$ cat src/rtl/bta_pkg.sv
// Package: shared constants and types for the bit-to-ASCII framer.
// Assumes a frame of start + 8 slots + 1 stop = 10 slots.
package bta_pkg;

    // Frame-format selector encoding
    typedef enum logic {
        FMT_8N1 = 1'b0,
        FMT_7N2 = 1'b1
    } fmt_e;

    // Number of line slots one framed character occupies
    localparam int FRAME_LEN = 10;

    // Character for a zero sample; a one sample sets bit 0
    localparam logic [7:0] CHAR_BASE = 8'h30;

    // Line level pattern for a frame, index 0 = start slot
    typedef logic [FRAME_LEN-1:0] frame_t;

    // Build the full line pattern for one sample and format
    function automatic frame_t build_frame(input logic sample, input fmt_e fmt);
        frame_t      f;
        logic [7:0]  ch;
        ch           = CHAR_BASE | {7'b0, sample};
        f[0]         = 1'b0;            // start bit
        f[8:1]       = ch;              // data, LSB first
        if (fmt == FMT_7N2) begin
            f[8]     = 1'b1;            // eighth data slot becomes stop
        end
        f[9]         = 1'b1;            // final stop bit
        return f;
    endfunction

endpackage

$ cat src/rtl/bta_slot_ctr.sv
// Module: free-running slot counter.
// Steps once per baud tick and wraps after 2**W slots. Also gives
// the value the counter takes on the next tick, so downstream
// registers can line up with the counter.
// Assumes baud_tick is a single-cycle enable.
module bta_slot_ctr #(
    parameter int W = 4
) (
    input  logic         clk,
    input  logic         rst_n,
    input  logic         tick,
    output logic [W-1:0] slot,
    output logic [W-1:0] slot_nxt
);

    logic [W-1:0] slot_q;

    // Next value is simply one ahead, wrapping naturally
    assign slot_nxt = slot_q + W'(1);
    assign slot     = slot_q;

    // Advance the counter on each tick
    always_ff @(posedge clk) begin
        if (!rst_n) begin
            slot_q <= '0;
        end else if (tick) begin
            slot_q <= slot_nxt;
        end
    end

endmodule

$ cat src/rtl/bta_frame_shaper.sv
// Module: captures the sample and format at frame start and drives
// the registered transmit level for each slot.
// Assumes FIRST + FRAME_LEN - 1 fits in the slot counter range.
module bta_frame_shaper
    import bta_pkg::*;
#(
    parameter int W     = 4,
    parameter int FIRST = 4
) (
    input  logic         clk,
    input  logic         rst_n,
    input  logic         tick,
    input  logic [W-1:0] slot_nxt,
    input  logic         sample_in,
    input  logic         fmt_in,
    output logic         sample_q,
    output logic         fmt_q,
    output logic         tx
);

    localparam logic [W-1:0] FIRST_S = W'(FIRST);
    localparam logic [W-1:0] LAST_S  = W'(FIRST + FRAME_LEN - 1);

    logic         in_frame;
    logic [W-1:0] offset;
    logic         level;
    logic         tx_q;
    frame_t       pattern;

    // Capture happens on the tick that enters the start slot
    logic capture;
    assign capture = tick && (slot_nxt == FIRST_S);

    // Hold the sample and format for the whole frame
    always_ff @(posedge clk) begin
        if (!rst_n) begin
            sample_q <= 1'b0;
            fmt_q    <= 1'b0;
        end else if (capture) begin
            sample_q <= sample_in;
            fmt_q    <= fmt_in;
        end
    end

    // Select the line level for the slot about to begin
    always_comb begin
        pattern  = build_frame(sample_q, fmt_e'(fmt_q));
        in_frame = (slot_nxt >= FIRST_S) && (slot_nxt <= LAST_S);
        offset   = slot_nxt - FIRST_S;
        level    = 1'b1;
        for (int i = 0; i < FRAME_LEN; i++) begin
            if (in_frame && (offset == W'(i))) begin
                level = pattern[i];
            end
        end
    end

    // Register the line level so tx changes only on a tick edge
    always_ff @(posedge clk) begin
        if (!rst_n) begin
            tx_q <= 1'b1;
        end else if (tick) begin
            tx_q <= level;
        end
    end

    assign tx = tx_q;

endmodule

$ cat src/rtl/bta_adv_pulse.sv
// Module: forms the generator advance strobe from the falling edge of
// the slot counter's top bit, as one registered cycle.
// Assumes ticks are at least one cycle apart or steady; either way the
// pulse lasts one cycle.
module bta_adv_pulse (
    input  logic clk,
    input  logic rst_n,
    input  logic tick,
    input  logic msb_now,
    input  logic msb_nxt,
    output logic adv
);

    logic adv_q;

    // Pulse when the top bit is about to fall on this tick
    always_ff @(posedge clk) begin
        if (!rst_n) begin
            adv_q <= 1'b0;
        end else begin
            adv_q <= tick && msb_now && !msb_nxt;
        end
    end

    assign adv = adv_q;

endmodule

$ cat src/rtl/bta_uart_framer.sv
// Module: top of the bit-to-ASCII serial framer.
// Sends each generator sample as '0'/'1' in a 16-slot character period
// and requests the next sample on the counter wrap.
// Assumes baud_tick is a one-cycle enable at the bit rate.
module bta_uart_framer #(
    parameter int SLOT_W     = 4,
    parameter int FIRST_SLOT = 4
) (
    input  logic clk,
    input  logic rst_n,
    input  logic baud_tick,
    input  logic data_bit,
    input  logic fmt_sel,
    output logic tx,
    output logic adv_stb
);

    logic [SLOT_W-1:0] slot_q;
    logic [SLOT_W-1:0] slot_nxt;
    logic              dat_q;
    logic              fmt_q;

    bta_slot_ctr #(.W(SLOT_W)) u_ctr (
        .clk      (clk),
        .rst_n    (rst_n),
        .tick     (baud_tick),
        .slot     (slot_q),
        .slot_nxt (slot_nxt)
    );

    bta_frame_shaper #(.W(SLOT_W), .FIRST(FIRST_SLOT)) u_shape (
        .clk       (clk),
        .rst_n     (rst_n),
        .tick      (baud_tick),
        .slot_nxt  (slot_nxt),
        .sample_in (data_bit),
        .fmt_in    (fmt_sel),
        .sample_q  (dat_q),
        .fmt_q     (fmt_q),
        .tx        (tx)
    );

    bta_adv_pulse u_adv (
        .clk     (clk),
        .rst_n   (rst_n),
        .tick    (baud_tick),
        .msb_now (slot_q[SLOT_W-1]),
        .msb_nxt (slot_nxt[SLOT_W-1]),
        .adv     (adv_stb)
    );

endmodule

$ cat config.mk
export PLATFORM = sky130hd
export DESIGN_NAME = bta_uart_framer
export DESIGN_NICKNAME = d
export VERILOG_FILES = /design/src/rtl/bta_pkg.sv /design/src/rtl/bta_slot_ctr.sv /design/src/rtl/bta_frame_shaper.sv /design/src/rtl/bta_adv_pulse.sv /design/src/rtl/bta_uart_framer.sv
export SDC_FILE = /design/constraint.sdc
export NUM_CORES = 1
export LEC_CHECK = 0
export ABC_AREA = 1
export BUFFER_PORTS_ARGS = -buffer_cell sky130_fd_sc_hd__buf_4
export CAP_MARGIN = 20
export CORE_AREA = 2 2 39 41
export CTS_BUF_LIST = sky130_fd_sc_hd__clkbuf_8
export CTS_CLUSTER_DIAMETER = 100
export DETAILED_ROUTE_END_ITERATION = 8
export DIE_AREA = 0 0 41 43
export GPL_ROUTABILITY_DRIVEN = 1
export PLACE_DENSITY_LB_ADDON = 0.3
export REMOVE_ABC_BUFFERS = 1
export SYNTH_ARGS = -nofsm -noshare
export SYNTH_HDL_FRONTEND = slang
export SYNTH_SLANG_ARGS = --single-unit
$ cat constraint.sdc
create_clock -name clk -period 2.8 [get_ports clk]
set_clock_uncertainty 0.15 [all_clocks]
set_input_delay 0.56 -clock clk [delete_from_list [all_inputs] [get_ports clk]]
set_output_delay 0.56 -clock clk [all_outputs]
set_load 0.05 [all_outputs]
==> results.cfg <==
[run_status]
status = finished clean

[sta]
max_slew_margin_pct = 86.2
finalWorstSetupSlack_ns = 1.34
min_period_ns = 1.46
fin_setup_tns_ns = 0
finalSetupViolations = 0
worst_slew_pin_slew_ns = 0.206
rsz0062_at_grt = false
max_freq_mhz = 687
hold_viol = 0
finalMaxSlewViolations = 0
finalCritPeriodShare_pct = 52.0

[placement]
dp.cells = 90
io_buffer_count = 6
dp_slack_ns = 1.38
place_congestion = 0.725
dpl.hpwl_um = 721

[route]
drtIter0Drc = 9
antenna_left = 0
vias_per_cell = 4.48
vias = 417
first_pass_iters = 4
wire_per_inst_um = 9.13
drc = 0
wl_um = 849

[yosys]
netlist_area_um2 = 465
synth.top_cells.by_area = dfxtp_1, ha_1, inv_1, a21oi_1, nand2_1
synth_area_leader_cell = dfxtp_1
yosys.area.top_type_share_pct = 34.4
synth_cell_types = 15
yosysSeqAreaShare_pct = 34.4
synth-seq-cells = 8
syn_avg_cell_area_um2 = 6.84
postSynthCellCount = 68
ys_warn_count = 0

[final_layout]
fin_nets = 88
area_growth_pct = 22.8
num_antenna_cells = 0
drive_gt1_share_pct = 19.5
fin_cells = 93

[floorplan]
dieArea_mm2 = 0.00176
io_pins = 7
rows = 14
start_util_pct = 33.6
die_h_um = 43
die_w_um = 41
core_mm2 = 0.00138

[grt]
grt_start_max_net_pins = 11
grt_overflow = 0
first_global_vias = 386
antenna_found_initial = 0
grt_usage_pct = 12.1
grt_pass1_wl_um = 1460

[clock_tree]
cts_sinks = 8
cts_setup_buffers = 0
cts_root_buf = clkbuf_8
cts_max_level = 1
clk_pin_slew_ns = 0.04
cts_tree = yes
clkLatencyLatePin_ns = 0.22
clockBufferDepth = 2
ctsResizeCount = 0
cts_hold_buf = 0
numCtsBuffers = 3

[worst_setup_path]
crit_buf_inv = 1
path_max_fanout = 2
cp_slowest_cell = dfxtp_1
setup.worst_path.class = register to output port
cp_top_family = flip-flops
end_kind = output port
startpoint_type = register
crit_chain = buf_4
max_stage_delay_ns = 0.32
worstPathArrival_ns = 0.75
required_ns = 2.09

[run]
max_cap_violations = 0

[pwr]
p_leak_nw = 0.279
p_per_area_mw_per_mm2 = 545
vdd_ir_drop_max_uv = 221

[min_path]
hp-class = register to register
-- sequential cells by signal (all words and copies together), names as in the netlist --
name,flops
u_ctr.slot,4
u_adv.adv,1
u_shape.fmt_q,1
u_shape.sample_q,1
u_shape.tx,1
-- metrics by stage --
| stage | hold WS (ns) | instance area, µm² | utilization (%) | total power, mW |
|---|---|---|---|---|
| after global placement | 0.316 | 531 | 38.3 | 0.178 |
| after CTS | 0.343 | 572 | 41.3 | 0.315 |
| after global routing | 0.370 | 572 | 41.3 | 0.328 |
| after floorplan | 0.302 | 465 | - | 0.164 |
| after detailed placement | 0.333 | 531 | 38.3 | 0.179 |
| final | 0.338 | 572 | 41.3 | 0.312 |
-- cells in the mapped netlist, drive strengths merged --
cell type,number
nor3,1
inv,14
dfxtp,8
nand3,5
nor2,10
nand3b,2
nand2,11
o21ai,4
ha,4
a21oi,8
nand4,1
-- report_power, final --
part / leakage [nW] / switching [mW] / internal, mW
combinational: 0.192 / 0.0305 / 0.0194
clock: 0.0216 / 0.0423 / 0.0928
sequential: 0.0657 / 0.00575 / 0.121
-- path summary, 6_finish.rpt --
path / from / endpoint / slack [ns] / cells after the start
worst max-delay path: u_shape.tx / tx / 1.34 / 1
worst min-delay path: u_shape.tx / u_shape.tx / 0.34 / 2
worst max register to register: u_ctr.slot[0] / u_shape.sample_q / 1.38 / 8
worst min register to register: u_shape.tx / u_shape.tx / 0.34 / 2
-- final cells by class --
| cell class | count | area, µm² |
|---|---|---|
| multi-input combinational | 46 | 253 |
| fill | 145 | 812 |
| clock buffer | 3 | 41.3 |
| sequential | 8 | 160 |
| inverter | 14 | 52.6 |
| timing repair buffer | 6 | 45.0 |
| tap | 16 | 20.0 |
-- cell families (layout without fill, tap and decap cells) --
| logic type | after synthesis | in the layout | synth area share, % |
|---|---|---|---|
| AOI/OAI and AO/OA | 12 | 12 | 12.9 |
| DFF | 8 | 8 | 34.4 |
| adders and majority gates | 4 | 4 | 10.8 |
| buffers and inverters | 14 | 23 | 11.3 |
| and+or+nand+nor | 30 | 30 | 30.6 |
-- placed cells by master (no fill, tap or decap) --
cell,count
a21oi_1,8
buf_4,6
clkbuf_8,3
dfxtp_1,8
ha_1,4
inv_1,11
inv_2,3
nand2_1,10
nand2_2,1
nand3_1,5
nand3b_1,2
nand4_1,1
nor2_1,8
nor2_2,1
nor2_4,1
nor3_1,1
o21ai_0,4
-- routing by layer --
metal | vias up | track usage, % | share of wire (%)
li1 | 234 | - | -
met1 | 178 | 14.2 | 50
met2 | 5 | 19.1 | 48
met3 | 0 | 3.14 | 2.7
met4 | 0 | 6.00 | 0
met5 | - | 0 | 0
(Power assumes the default switching activity.)
